### config.mk
export PLATFORM = sky130hd
export DESIGN_NAME = pgwalk_unit
export DESIGN_NICKNAME = d
export VERILOG_FILES = /design/src/rtl/pgw_pkg.sv /design/src/rtl/pgw_entry_decode.sv /design/src/rtl/pgw_addr_gen.sv /design/src/rtl/pgw_leaf_calc.sv /design/src/rtl/pgwalk_unit.sv
export SDC_FILE = /design/constraint.sdc
export NUM_CORES = 1
export LEC_CHECK = 0
export BUFFER_PORTS_ARGS = -buffer_cell sky130_fd_sc_hd__buf_2
export CORE_MARGIN = 2
export CORE_UTILIZATION = 54
export DETAILED_ROUTE_END_ITERATION = 10
export HOLD_SLACK_MARGIN = 0.05
export PLACE_DENSITY = 0.91
export SETUP_SLACK_MARGIN = 0.1
export SYNTH_ARGS = -nofsm -noshare
export SYNTH_HDL_FRONTEND = slang
export SYNTH_HIERARCHICAL = 1
export SYNTH_SLANG_ARGS = --single-unit
### constraint.sdc
create_clock -name clk -period 3.8 [get_ports clk]
set_input_delay 0.38 -clock clk [delete_from_list [all_inputs] [get_ports clk]]
set_output_delay 0.38 -clock clk [all_outputs]
set_load 0.02 [all_outputs]
### src/rtl/pgw_pkg.sv
package pgw_pkg;
  localparam int VA_W    = 32;
  localparam int PAGE_SH = 12;
  localparam int VPN_W   = VA_W - PAGE_SH;
  localparam int PTE_W   = 32;
  localparam int ROOT_W  = 32;
  localparam int PA_W    = 36;
  localparam int FC_W    = 10;
  localparam int PPN_LO  = 8;

  localparam int REF_BIT = 5;
  localparam int MOD_BIT = 6;

  // vpn slice positions (vpn = VA[31:12])
  localparam int L1_IDX_LO = 12;
  localparam int L2_IDX_LO = 6;
  localparam int L2_IDX_W  = 6;
  localparam int L3_IDX_W  = 6;

  typedef logic [1:0] lvl_t;
  localparam lvl_t LVL_CTX  = 2'd0;
  localparam lvl_t LVL_LAST = 2'd3;

  typedef enum logic [1:0] {
    ET_INVALID = 2'd0,
    ET_TABLE   = 2'd1,
    ET_PAGE    = 2'd2,
    ET_RSVD    = 2'd3
  } etype_t;

  typedef enum logic [1:0] {
    STEP_FAULT,
    STEP_DESCEND,
    STEP_LEAF
  } step_t;

  localparam logic [2:0] FT_INVALID = 3'd1;
  localparam logic [2:0] FT_OTHER   = 3'd4;

  localparam logic [1:0] SZ_4K   = 2'd0;
  localparam logic [1:0] SZ_256K = 2'd1;
  localparam logic [1:0] SZ_16M  = 2'd2;
endpackage

### src/rtl/pgw_entry_decode.sv
module pgw_entry_decode
  import pgw_pkg::*;
(
  input  lvl_t            lvl,
  input  logic [1:0]      etype_bits,
  input  logic            rd_err,
  output step_t           step,
  output logic [FC_W-1:0] fcode
);
  etype_t     et;
  logic [2:0] ftype;

  always_comb begin
    et    = etype_t'(etype_bits);
    ftype = 3'd0;
    step  = STEP_FAULT;
    if (rd_err) begin
      ftype = FT_OTHER;
    end else begin
      case (et)
        ET_INVALID: ftype = FT_INVALID;
        ET_TABLE: begin
          if (lvl == LVL_LAST) ftype = FT_OTHER;
          else                 step  = STEP_DESCEND;
        end
        ET_PAGE: begin
          if (lvl == LVL_CTX) ftype = FT_OTHER;
          else                step  = STEP_LEAF;
        end
        default: ftype = FT_OTHER;
      endcase
    end
    fcode = (step == STEP_FAULT) ? {lvl, 3'b000, ftype, 2'b00} : '0;
  end
endmodule

### src/rtl/pgw_addr_gen.sv
module pgw_addr_gen
  import pgw_pkg::*;
#(
  parameter int CTX_W = 8
) (
  input  logic [ROOT_W-1:0]  root_ptr,
  input  logic [CTX_W-1:0]   ctx_num,
  input  logic [VPN_W-1:0]   vpn,
  input  lvl_t               next_lvl,
  input  logic [PTE_W-1:2]   desc_hi,
  output logic [PA_W-1:0]    ctx_addr,
  output logic [PA_W-1:0]    next_addr
);
  localparam int IDX_W = VPN_W - L1_IDX_LO;

  logic [PA_W-1:0]  base;
  logic [IDX_W-1:0] idx;

  always_comb begin
    ctx_addr = (PA_W'(root_ptr) << 4) + (PA_W'(ctx_num) << 2);
    base     = PA_W'({desc_hi, 2'b00}) << 4;
    case (next_lvl)
      2'd1:    idx = vpn[VPN_W-1:L1_IDX_LO];
      2'd2:    idx = IDX_W'(vpn[L2_IDX_LO +: L2_IDX_W]);
      default: idx = IDX_W'(vpn[0 +: L3_IDX_W]);
    endcase
    next_addr = base + (PA_W'(idx) << 2);
  end
endmodule

### src/rtl/pgw_leaf_calc.sv
module pgw_leaf_calc
  import pgw_pkg::*;
(
  input  lvl_t               lvl,
  input  logic [PTE_W-1:0]   entry,
  input  logic [L1_IDX_LO-1:0] vpn_lo,
  input  logic               is_write,
  output logic [PTE_W-1:0]   upd_entry,
  output logic               need_wb,
  output logic [PA_W-1:0]    pa,
  output logic [1:0]         size_code
);
  logic [PA_W-1:0] offset;

  always_comb begin
    case (lvl)
      2'd1: begin
        offset    = PA_W'(vpn_lo) << PAGE_SH;
        size_code = SZ_16M;
      end
      2'd2: begin
        offset    = PA_W'(vpn_lo[L3_IDX_W-1:0]) << PAGE_SH;
        size_code = SZ_256K;
      end
      default: begin
        offset    = '0;
        size_code = SZ_4K;
      end
    endcase
    pa        = (PA_W'(entry[PTE_W-1:PPN_LO]) << PAGE_SH) + offset;
    upd_entry = entry;
    upd_entry[REF_BIT] = 1'b1;
    if (is_write) upd_entry[MOD_BIT] = 1'b1;
    need_wb = (upd_entry != entry);
  end
endmodule

### src/rtl/pgwalk_unit.sv
module pgwalk_unit
  import pgw_pkg::*;
#(
  parameter int CTX_W = 8
) (
  input  logic                clk,
  input  logic                rst,
  input  logic                req_valid,
  input  logic [VPN_W-1:0]    req_vpn,
  input  logic                req_write,
  input  logic [ROOT_W-1:0]   root_ptr,
  input  logic [CTX_W-1:0]    ctx_num,
  output logic                busy,
  output logic                done,
  output logic [FC_W-1:0]     fault_code,
  output logic [PTE_W-1:0]    leaf_entry,
  output logic [PA_W-1:0]     phys_addr,
  output logic [1:0]          page_size,
  output logic                mem_req,
  output logic                mem_we,
  output logic [PA_W-1:0]     mem_addr,
  output logic [PTE_W-1:0]    mem_wdata,
  input  logic                mem_ack,
  input  logic                mem_err,
  input  logic [PTE_W-1:0]    mem_rdata
);
  typedef enum logic [1:0] {ST_IDLE, ST_READ, ST_WB} st_t;

  st_t               state;
  lvl_t              lvl;
  logic [VPN_W-1:0]  vpn_q;
  logic              wr_q;

  step_t             step;
  logic [FC_W-1:0]   fcode;
  logic [PA_W-1:0]   ctx_addr, next_addr;
  logic [PTE_W-1:0]  upd_entry;
  logic              need_wb;
  logic [PA_W-1:0]   leaf_pa;
  logic [1:0]        leaf_size;
  lvl_t              next_lvl;

  assign next_lvl = lvl_t'(lvl + 2'd1);

  pgw_entry_decode u_dec (
    .lvl        (lvl),
    .etype_bits (mem_rdata[1:0]),
    .rd_err     (mem_err),
    .step       (step),
    .fcode      (fcode)
  );

  pgw_addr_gen #(.CTX_W(CTX_W)) u_addr (
    .root_ptr  (root_ptr),
    .ctx_num   (ctx_num),
    .vpn       (vpn_q),
    .next_lvl  (next_lvl),
    .desc_hi   (mem_rdata[PTE_W-1:2]),
    .ctx_addr  (ctx_addr),
    .next_addr (next_addr)
  );

  pgw_leaf_calc u_leaf (
    .lvl       (lvl),
    .entry     (mem_rdata),
    .vpn_lo    (vpn_q[L1_IDX_LO-1:0]),
    .is_write  (wr_q),
    .upd_entry (upd_entry),
    .need_wb   (need_wb),
    .pa        (leaf_pa),
    .size_code (leaf_size)
  );

  always_ff @(posedge clk) begin
    if (rst) begin
      state      <= ST_IDLE;
      lvl        <= LVL_CTX;
      vpn_q      <= '0;
      wr_q       <= 1'b0;
      busy       <= 1'b0;
      done       <= 1'b0;
      mem_req    <= 1'b0;
      mem_we     <= 1'b0;
      mem_addr   <= '0;
      mem_wdata  <= '0;
      fault_code <= '0;
      leaf_entry <= '0;
      phys_addr  <= '0;
      page_size  <= '0;
    end else begin
      done <= 1'b0;
      case (state)
        ST_IDLE: begin
          if (req_valid) begin
            vpn_q    <= req_vpn;
            wr_q     <= req_write;
            lvl      <= LVL_CTX;
            mem_addr <= ctx_addr;
            mem_we   <= 1'b0;
            mem_req  <= 1'b1;
            busy     <= 1'b1;
            state    <= ST_READ;
          end
        end
        ST_READ: begin
          if (mem_ack) begin
            case (step)
              STEP_DESCEND: begin
                lvl      <= next_lvl;
                mem_addr <= next_addr;
              end
              STEP_LEAF: begin
                leaf_entry <= upd_entry;
                phys_addr  <= leaf_pa;
                page_size  <= leaf_size;
                fault_code <= '0;
                if (need_wb) begin
                  mem_we    <= 1'b1;
                  mem_wdata <= upd_entry;
                  state     <= ST_WB;
                end else begin
                  mem_req <= 1'b0;
                  busy    <= 1'b0;
                  done    <= 1'b1;
                  state   <= ST_IDLE;
                end
              end
              default: begin
                fault_code <= fcode;
                leaf_entry <= '0;
                phys_addr  <= '0;
                page_size  <= '0;
                mem_req    <= 1'b0;
                busy       <= 1'b0;
                done       <= 1'b1;
                state      <= ST_IDLE;
              end
            endcase
          end
        end
        ST_WB: begin
          if (mem_ack) begin
            mem_req <= 1'b0;
            mem_we  <= 1'b0;
            busy    <= 1'b0;
            done    <= 1'b1;
            state   <= ST_IDLE;
          end
        end
        default: state <= ST_IDLE;
      endcase
    end
  end

  // an access is held unchanged until acknowledged
  p_req_hold_r10: assert property (@(posedge clk) disable iff (rst)
    (mem_req && !mem_ack) |=> (mem_req && $stable(mem_addr) && $stable(mem_we)));

  // memory is touched only inside a walk
  p_req_in_walk_r9: assert property (@(posedge clk) disable iff (rst)
    mem_req |-> busy);

  // done is a single pulse that closes a busy period
  p_done_pulse_r9: assert property (@(posedge clk) disable iff (rst)
    done |=> !done);
  p_done_ends_busy_r9: assert property (@(posedge clk) disable iff (rst)
    done |-> (!busy && $past(busy)));

  // every write-back carries the referenced flag, and the modified flag on writes
  p_wb_ref_r8: assert property (@(posedge clk) disable iff (rst)
    (mem_req && mem_we) |-> mem_wdata[REF_BIT]);
  p_wb_mod_r8: assert property (@(posedge clk) disable iff (rst)
    (mem_req && mem_we && wr_q) |-> mem_wdata[MOD_BIT]);

  // fault codes only use the level field and the two defined types
  p_fault_fmt_r5: assert property (@(posedge clk) disable iff (rst)
    (done && fault_code != '0) |->
      ((fault_code[4:2] == FT_INVALID || fault_code[4:2] == FT_OTHER) &&
       fault_code[7:5] == 3'b000 && fault_code[1:0] == 2'b00));

  // a successful walk reports a page entry with the referenced flag
  p_leaf_kind_r4: assert property (@(posedge clk) disable iff (rst)
    (done && fault_code == '0) |-> (leaf_entry[1:0] == 2'b10 && leaf_entry[REF_BIT]));
endmodule

==> results of run 1 <==
==> metrics by stage <==
step | cell area (sq um) | hold WS (ns) | setup slack (ns) | std cells
final | 11400 | 0.181 | 0.324 | 1646
after floorplan | 9900 | 0.432 | 0.753 | 1257
after detailed placement | 10800 | 0.440 | 0.273 | 1613
after global routing | 11400 | 0.185 | 0.0927 | 1646
after CTS | 11400 | 0.172 | 0.101 | 1645
after global placement | 10800 | 0.436 | 0.488 | 1613
==> state kept, by name, summed over array words and instances, names as in the netlist <==
register / cells
page_size: 2
vpn_q: 20
mem_req: 1
lvl: 2
phys_addr: 36
fault_code: 10
leaf_entry: 32
mem_we: 1
mem_addr: 36
state: 2
wr_q: 1
mem_wdata: 32
done: 1
==> layout make-up <==
type	count	area [sq um]	area share
clock inverter	10	100	0.00877
multi-input combinational	922	5550	0.486
tap	229	287	0.0251
clock buffer	22	484	0.0424
timing repair buffer	263	1380	0.121
inverter	23	86.3	0.00756
sequential	176	3520	0.309
antenna	1	2.50	0.000219
==> cells by family after synthesis <==
family / after synthesis
other cells: 4
simple gates: 485
fa+ha+maj: 40
mux: 39
buf+inv: 159
xor+xnor: 76
flops: 176
compound gates: 259
==> worst paths after layout <==
| kind | cells after the start | from | slack [ns] | endpoint |
|---|---|---|---|---|
| setup / recovery | 12 | lvl[1] | 0.32 | mem_addr[10] |
| hold / removal | 3 | req_vpn[8] | 0.18 | vpn_q[8] |
| setup reg to reg | 12 | lvl[1] | 0.32 | mem_addr[10] |
| hold reg to reg | 2 | page_size[1] | 0.45 | page_size[1] |
==> repair_timing <==
action / in CTS / in global routing
setup buffers: 0 / 0
endpoints found under the setup margin: 0 / 9
gates resized for setup: 0 / 3
==> critical path, stage by stage (launching register included) <==
cell and delay, ns:
dfxtp_1 0.52, xor2_1 0.23, inv_1 0.07, ha_1 0.26
a22oi_1 0.22, o21ai_0 0.10, ha_1 0.22, fa_1 0.46
a211oi_2 0.42, nor2_2 0.20, nor2_1 0.24, mux2i_1 0.15
a211oi_1 0.28
==> report_power, final <==
| group | leakage, nW | total, mW | internal (mW) | switching (mW) |
|---|---|---|---|---|
| clock | 0.288 | 1.75 | 0.982 | 0.764 |
| combinational | 3.07 | 0.923 | 0.320 | 0.603 |
| sequential | 1.43 | 2.00 | 1.93 | 0.0613 |
==> metal layers <==
layer  vias to the layer above  wire length [um]  part of all wire
met5                         -                 0                 0
met4                         0              1340             0.047
met3                       109              2400             0.084
met2                       526             13600              0.47
met1                      4418             11300              0.39
li1                       4539                 -                 -
==> placed cells by master (no fill, tap or decap), drive strengths merged, types with 22 or more instances in the layout <==
cell    netlist  final
a21oi       156    156
inv          23     27
ha           37     37
dfxtp       176    176
xnor2        63     63
nand2       216    216
clkbuf       39     22
a211oi       43     43
conb          4     23
buf          97    263
nand4        26     26
nand3       112    112
mux2i        38     38
nor2         58     58
==> flow_metrics.tcl, run 1 <==
set metrics [dict create \
    status "completed" \
    vias 9592 \
    synth-adder-area-share 0.0532 \
    start_kind "register" \
    drv_cap 0 \
    die_height_um 139 \
    period_share 0.915 \
    syn-instance-count 1238 \
    grt_start_max_net_pins 113 \
    synth_area_sq_um 9830 \
    yosysTopAreaCell "dfxtp_1" \
    die_w_um 139 \
    insertion_delay_ns 0.43 \
    finalClockSkew_ns 0.00898 \
    synth_xor_area_frac 0.0677 \
    period_minus_slack_ns 3.48 \
    cts_tree "done" \
    synthTopCellsByArea "dfxtp_1, nand2_1, a21oi_1, nand3_1, xnor2_1" \
    drtIter0Drc 767 \
    final_nets 1541 \
    drive_above_1_share 0.228 \
    grt_usage 0.289 \
    crit_type "register to register" \
    post-synth-top-area-fraction 0.358 \
    end_kind "register" \
    synth_top_family_by_area "simple AND/OR/NAND/NOR gates" \
    fmax_mhz 288 \
    cts-htree-levels 4 \
    worst_ep_arrival_time_ns 3.82 \
    clock-root-buffer "clkbuf_16" \
    muxShareOfSynthArea 0.0398 \
    maxSlewViolCount 0 \
    coreArea_sq_um 17900 \
    die_area_sq_um 19300 \
    synth_top_flop_cell "dfxtp_1" \
    hold_viol_final 0 \
    grt_pass1_wl_um 45300 \
    final_util 0.638 \
    syn2layout_area_growth_pct 16.1 \
    ios 250 \
    use_met1 0.346 \
    required_ns 4.14 \
    clk_pin_slew_worst_paths_ns 0.07 \
    row_count 49 \
    setup_tns_ns 0 \
    clock-sinks 176 \
    synth_edf_count 0 \
    cts-buffers-inserted 17 \
    fill_cells 1534 \
    synth-async-reset-ratio 0 \
    holdCritPathClass "input pin to register" \
    setup_viol 0 \
    drtPass1Iterations 8 \
    wire_per_inst_um 17.4 \
    p_leak_nw 4.78 \
    yosysWarnings 6 \
    grt_pass1_vias 8907 \
    pwr_density_cell_nw_per_um2 409 \
    ys_seq_elements 176 \
    synth_commonest_cells "nand2_1, dfxtp_1, a21oi_1, nand3_1, xnor2_1" \
    clockBufferDepth 2 \
    yosys.area_share.simple 0.232 \
    tightestPinTransition_ns 1.04 \
    path_max_fanout 11 \
    grt_overflow_total 0 \
    start_util 0.549 \
    synth_compound_area_frac 0.159 \
    ant_nets 0 \
    antenna_found_initial 1 \
    via_per_inst 5.83 \
    ctsHoldBuffers 0 \
    ys_types 64 \
    io_buffer_count 249 \
    ys_seq_area_frac 0.358 \
    maxSlewHeadroom 0.301 \
    gr-usage-met2 0.489 \
    rsz0062_at_grt "no" \
    syn_avg_cell_area_sq_um 7.94 \
    ir_drop_uv 328 \
    gr-max-usage-layer "met2" \
    gr-usage-met3 0.0656 \
    p_total_mw 4.66 \
    wl_um 28700 \
    hpwl_um 20200 \
    drc 0 \
    yosysMostFrequentCell "nand2_1" \
    place_congestion 0.925 \
]
Power figures use the tool's default switching activity.
==> run 2: changes to the inputs <==
--- a/config.mk
+++ b/config.mk
@@ -5,9 +5,10 @@
 export SDC_FILE = /design/constraint.sdc
 export NUM_CORES = 1
 export LEC_CHECK = 0
+export ABC_AREA = 1
 export BUFFER_PORTS_ARGS = -buffer_cell sky130_fd_sc_hd__buf_2
 export CORE_MARGIN = 2
-export CORE_UTILIZATION = 54
+export CORE_UTILIZATION = 55
 export DETAILED_ROUTE_END_ITERATION = 10
 export HOLD_SLACK_MARGIN = 0.05
 export PLACE_DENSITY = 0.91
==> run 2 against run 1 <==
Effect of this change:
- maximum frequency shrank 0.53%
- flip-flop and latch count is the same
- global-route usage grew 3.8 points
- sequential share of layout area shrank 3.7 points
- routed wire length grew 27%
- worst hold slack gained 0.0080 ns
- synthesized cell count grew 42%
==> flow_metrics.tcl, run 2 <==
set metrics [dict create \
    start_kind "register" \
    post-synth-top-area-fraction 0.310 \
    whs_ns 0.189 \
    maxSlewViolCount 0 \
    synth-async-reset-ratio 0 \
    ys_seq_elements 176 \
    period_minus_slack_ns 3.49 \
    yosysMostFrequentCell "nand2_1" \
    row_count 52 \
    grt_start_max_net_pins 82 \
    wire_per_inst_um 16.5 \
    final_common_cell "nand2_1" \
    insertion_delay_ns 0.45 \
    path_max_fanout 10 \
    clock-sinks 176 \
    fill_cells 1770 \
    die_w_um 148 \
    p_leak_nw 6.25 \
    period_share 0.920 \
    cts-buffers-inserted 17 \
    use_met1 0.431 \
    io_buffer_count 249 \
    gr-max-usage-layer "met2" \
    clk_pin_slew_worst_paths_ns 0.07 \
    yosysWarnings 6 \
    crit_type "register to register" \
    grt_usage 0.327 \
    gr-usage-met3 0.0540 \
    clockBufferDepth 2 \
    yosysTopAreaCell "dfxtp_1" \
    end_kind "register" \
    cts-htree-levels 4 \
    syn2layout_area_growth_pct 14.2 \
    place_congestion 0.934 \
    die_height_um 148 \
    hold_viol_final 0 \
    ys_seq_area_frac 0.310 \
    fmax_mhz 286 \
    drtPass1Iterations 6 \
    drv_cap 0 \
    largestRegisters "mem_addr (36), phys_addr (36)" \
    start_util 0.562 \
    final_nets 2061 \
    cts_tree "done" \
    holdCritPathClass "input pin to register" \
    synth_area_sq_um 11400 \
    tightestPinTransition_ns 0.854 \
    pwr_density_cell_nw_per_um2 577 \
    syn-instance-count 1761 \
    ios 250 \
    diodes 0 \
    synth_edf_count 0 \
    antenna_found_initial 0 \
    maxSlewHeadroom 0.431 \
    worst_ep_arrival_time_ns 3.88 \
    synth_commonest_cells "nand2_1, nor2_1, dfxtp_1, inv_1" \
    drive_above_1_share 0.186 \
    ant_nets 0 \
    rsz0062_at_grt "no" \
    drc 0 \
    status "completed" \
    grt_overflow_total 0 \
    synthTopCellsByArea "dfxtp_1, nand2_1, nor2_1, nand4_1, nand3_1" \
    required_ns 4.18 \
    die_area_sq_um 21800 \
    grt_pass1_wl_um 56900 \
    grt_pass1_vias 10992 \
    syn_avg_cell_area_sq_um 6.46 \
    setup_viol 0 \
    drtIter0Drc 1328 \
    ir_drop_uv 572 \
    layout_common_cells "nand2_1, nor2_1, buf_2, dfxtp_1, inv_1" \
    coreArea_sq_um 20200 \
    synth_top_flop_cell "dfxtp_1" \
    setup_tns_ns 0 \
    ys_types 46 \
    finalClockSkew_ns 0.0108 \
    wl_um 36400 \
    via_per_inst 5.57 \
    vias 12278 \
    clock-root-buffer "clkbuf_16" \
    gr-usage-met2 0.526 \
    hpwl_um 26700 \
]
run 2: final timing paths:
| kind | start | slack (ns) | to | cells past startpoint |
|---|---|---|---|---|
| min reg2reg | leaf_entry[19] | 0.46 | leaf_entry[19] | 2 |
| max reg2reg | lvl[0] | 0.31 | mem_addr[24] | 20 |
| max | lvl[0] | 0.31 | mem_addr[24] | 20 |
| min | req_vpn[0] | 0.19 | vpn_q[0] | 3 |
run 2: metrics by stage:
| stage | setup slack, ns | total power, mW | area (sq um) | instances | utilization |
|---|---|---|---|---|---|
| final | 0.305 | 7.49 | 13000 | 2206 | 0.641 |
| after global routing | 0.0680 | 7.95 | 13000 | 2206 | 0.641 |
| after CTS | 0.257 | 7.42 | 13000 | 2206 | 0.641 |
| after detailed placement | 0.364 | 5.67 | 12400 | 2174 | 0.612 |
| after global placement | 0.517 | 5.58 | 12400 | 2174 | 0.612 |
| after floorplan | 0.720 | 4.82 | 11400 | 1780 | - |
run 2: where the power goes:
part | switching (mW) | total, mW | internal [mW]
registers | 0.245 | 2.40 | 2.15
logic | 2.29 | 3.32 | 1.03
clock network | 0.876 | 1.77 | 0.889
run 2: metal layers:
layer,share of wire,wire length [um]
met1,0.41,14800
met2,0.45,16500
met5,0,0
met3,0.094,3440
met4,0.046,1680
run 2: final cells by class:
type,count,area (sq um),area share
clock buffer,18,429,0.0331
clock inverter,14,163,0.0125
inverter,136,514,0.0396
multi-input combinational,1330,6670,0.514
sequential,176,3530,0.272
tap,270,338,0.0260
timing repair buffer,262,1340,0.104
run 2: cells by family (layout without fill, tap and decap cells):
family          Yosys count  in the layout  synth area share
other cells               4             23           0.00132
flops                   176            176             0.310
simple gates           1014           1014             0.392
compound gates          208            208             0.104
fa+ha+maj                40             40            0.0460
buf+inv                 274            430             0.111
xor+xnor                 45             45            0.0347
run 2: repair_timing:
item | 4_1_cts | 5_1_grt
resized for setup | 0 | 3
endpoints found under the hold margin | 0 | 0
hold buffers | 0 | 0
buffers inserted | 0 | 0
endpoints found under the setup margin | 0 | 16
run 2: worst max-delay path, cell delays in order (launching register included):
cell and delay [ns]:
dfxtp_2 0.38, inv_1 0.12, nand2_1 0.09, and2_1 0.17, ha_1 0.40, clkinvlp_4 0.22
nor2_1 0.16, nor2_1 0.08, ha_1 0.23, fa_1 0.43, nand2_1 0.10, nand2_1 0.06
o21ai_2 0.18, nor2_4 0.11, nand2_1 0.09, xor2_1 0.16, nand2_1 0.06, a21boi_0 0.14
nand3_1 0.11, nand2_1 0.06, nor2_1 0.08
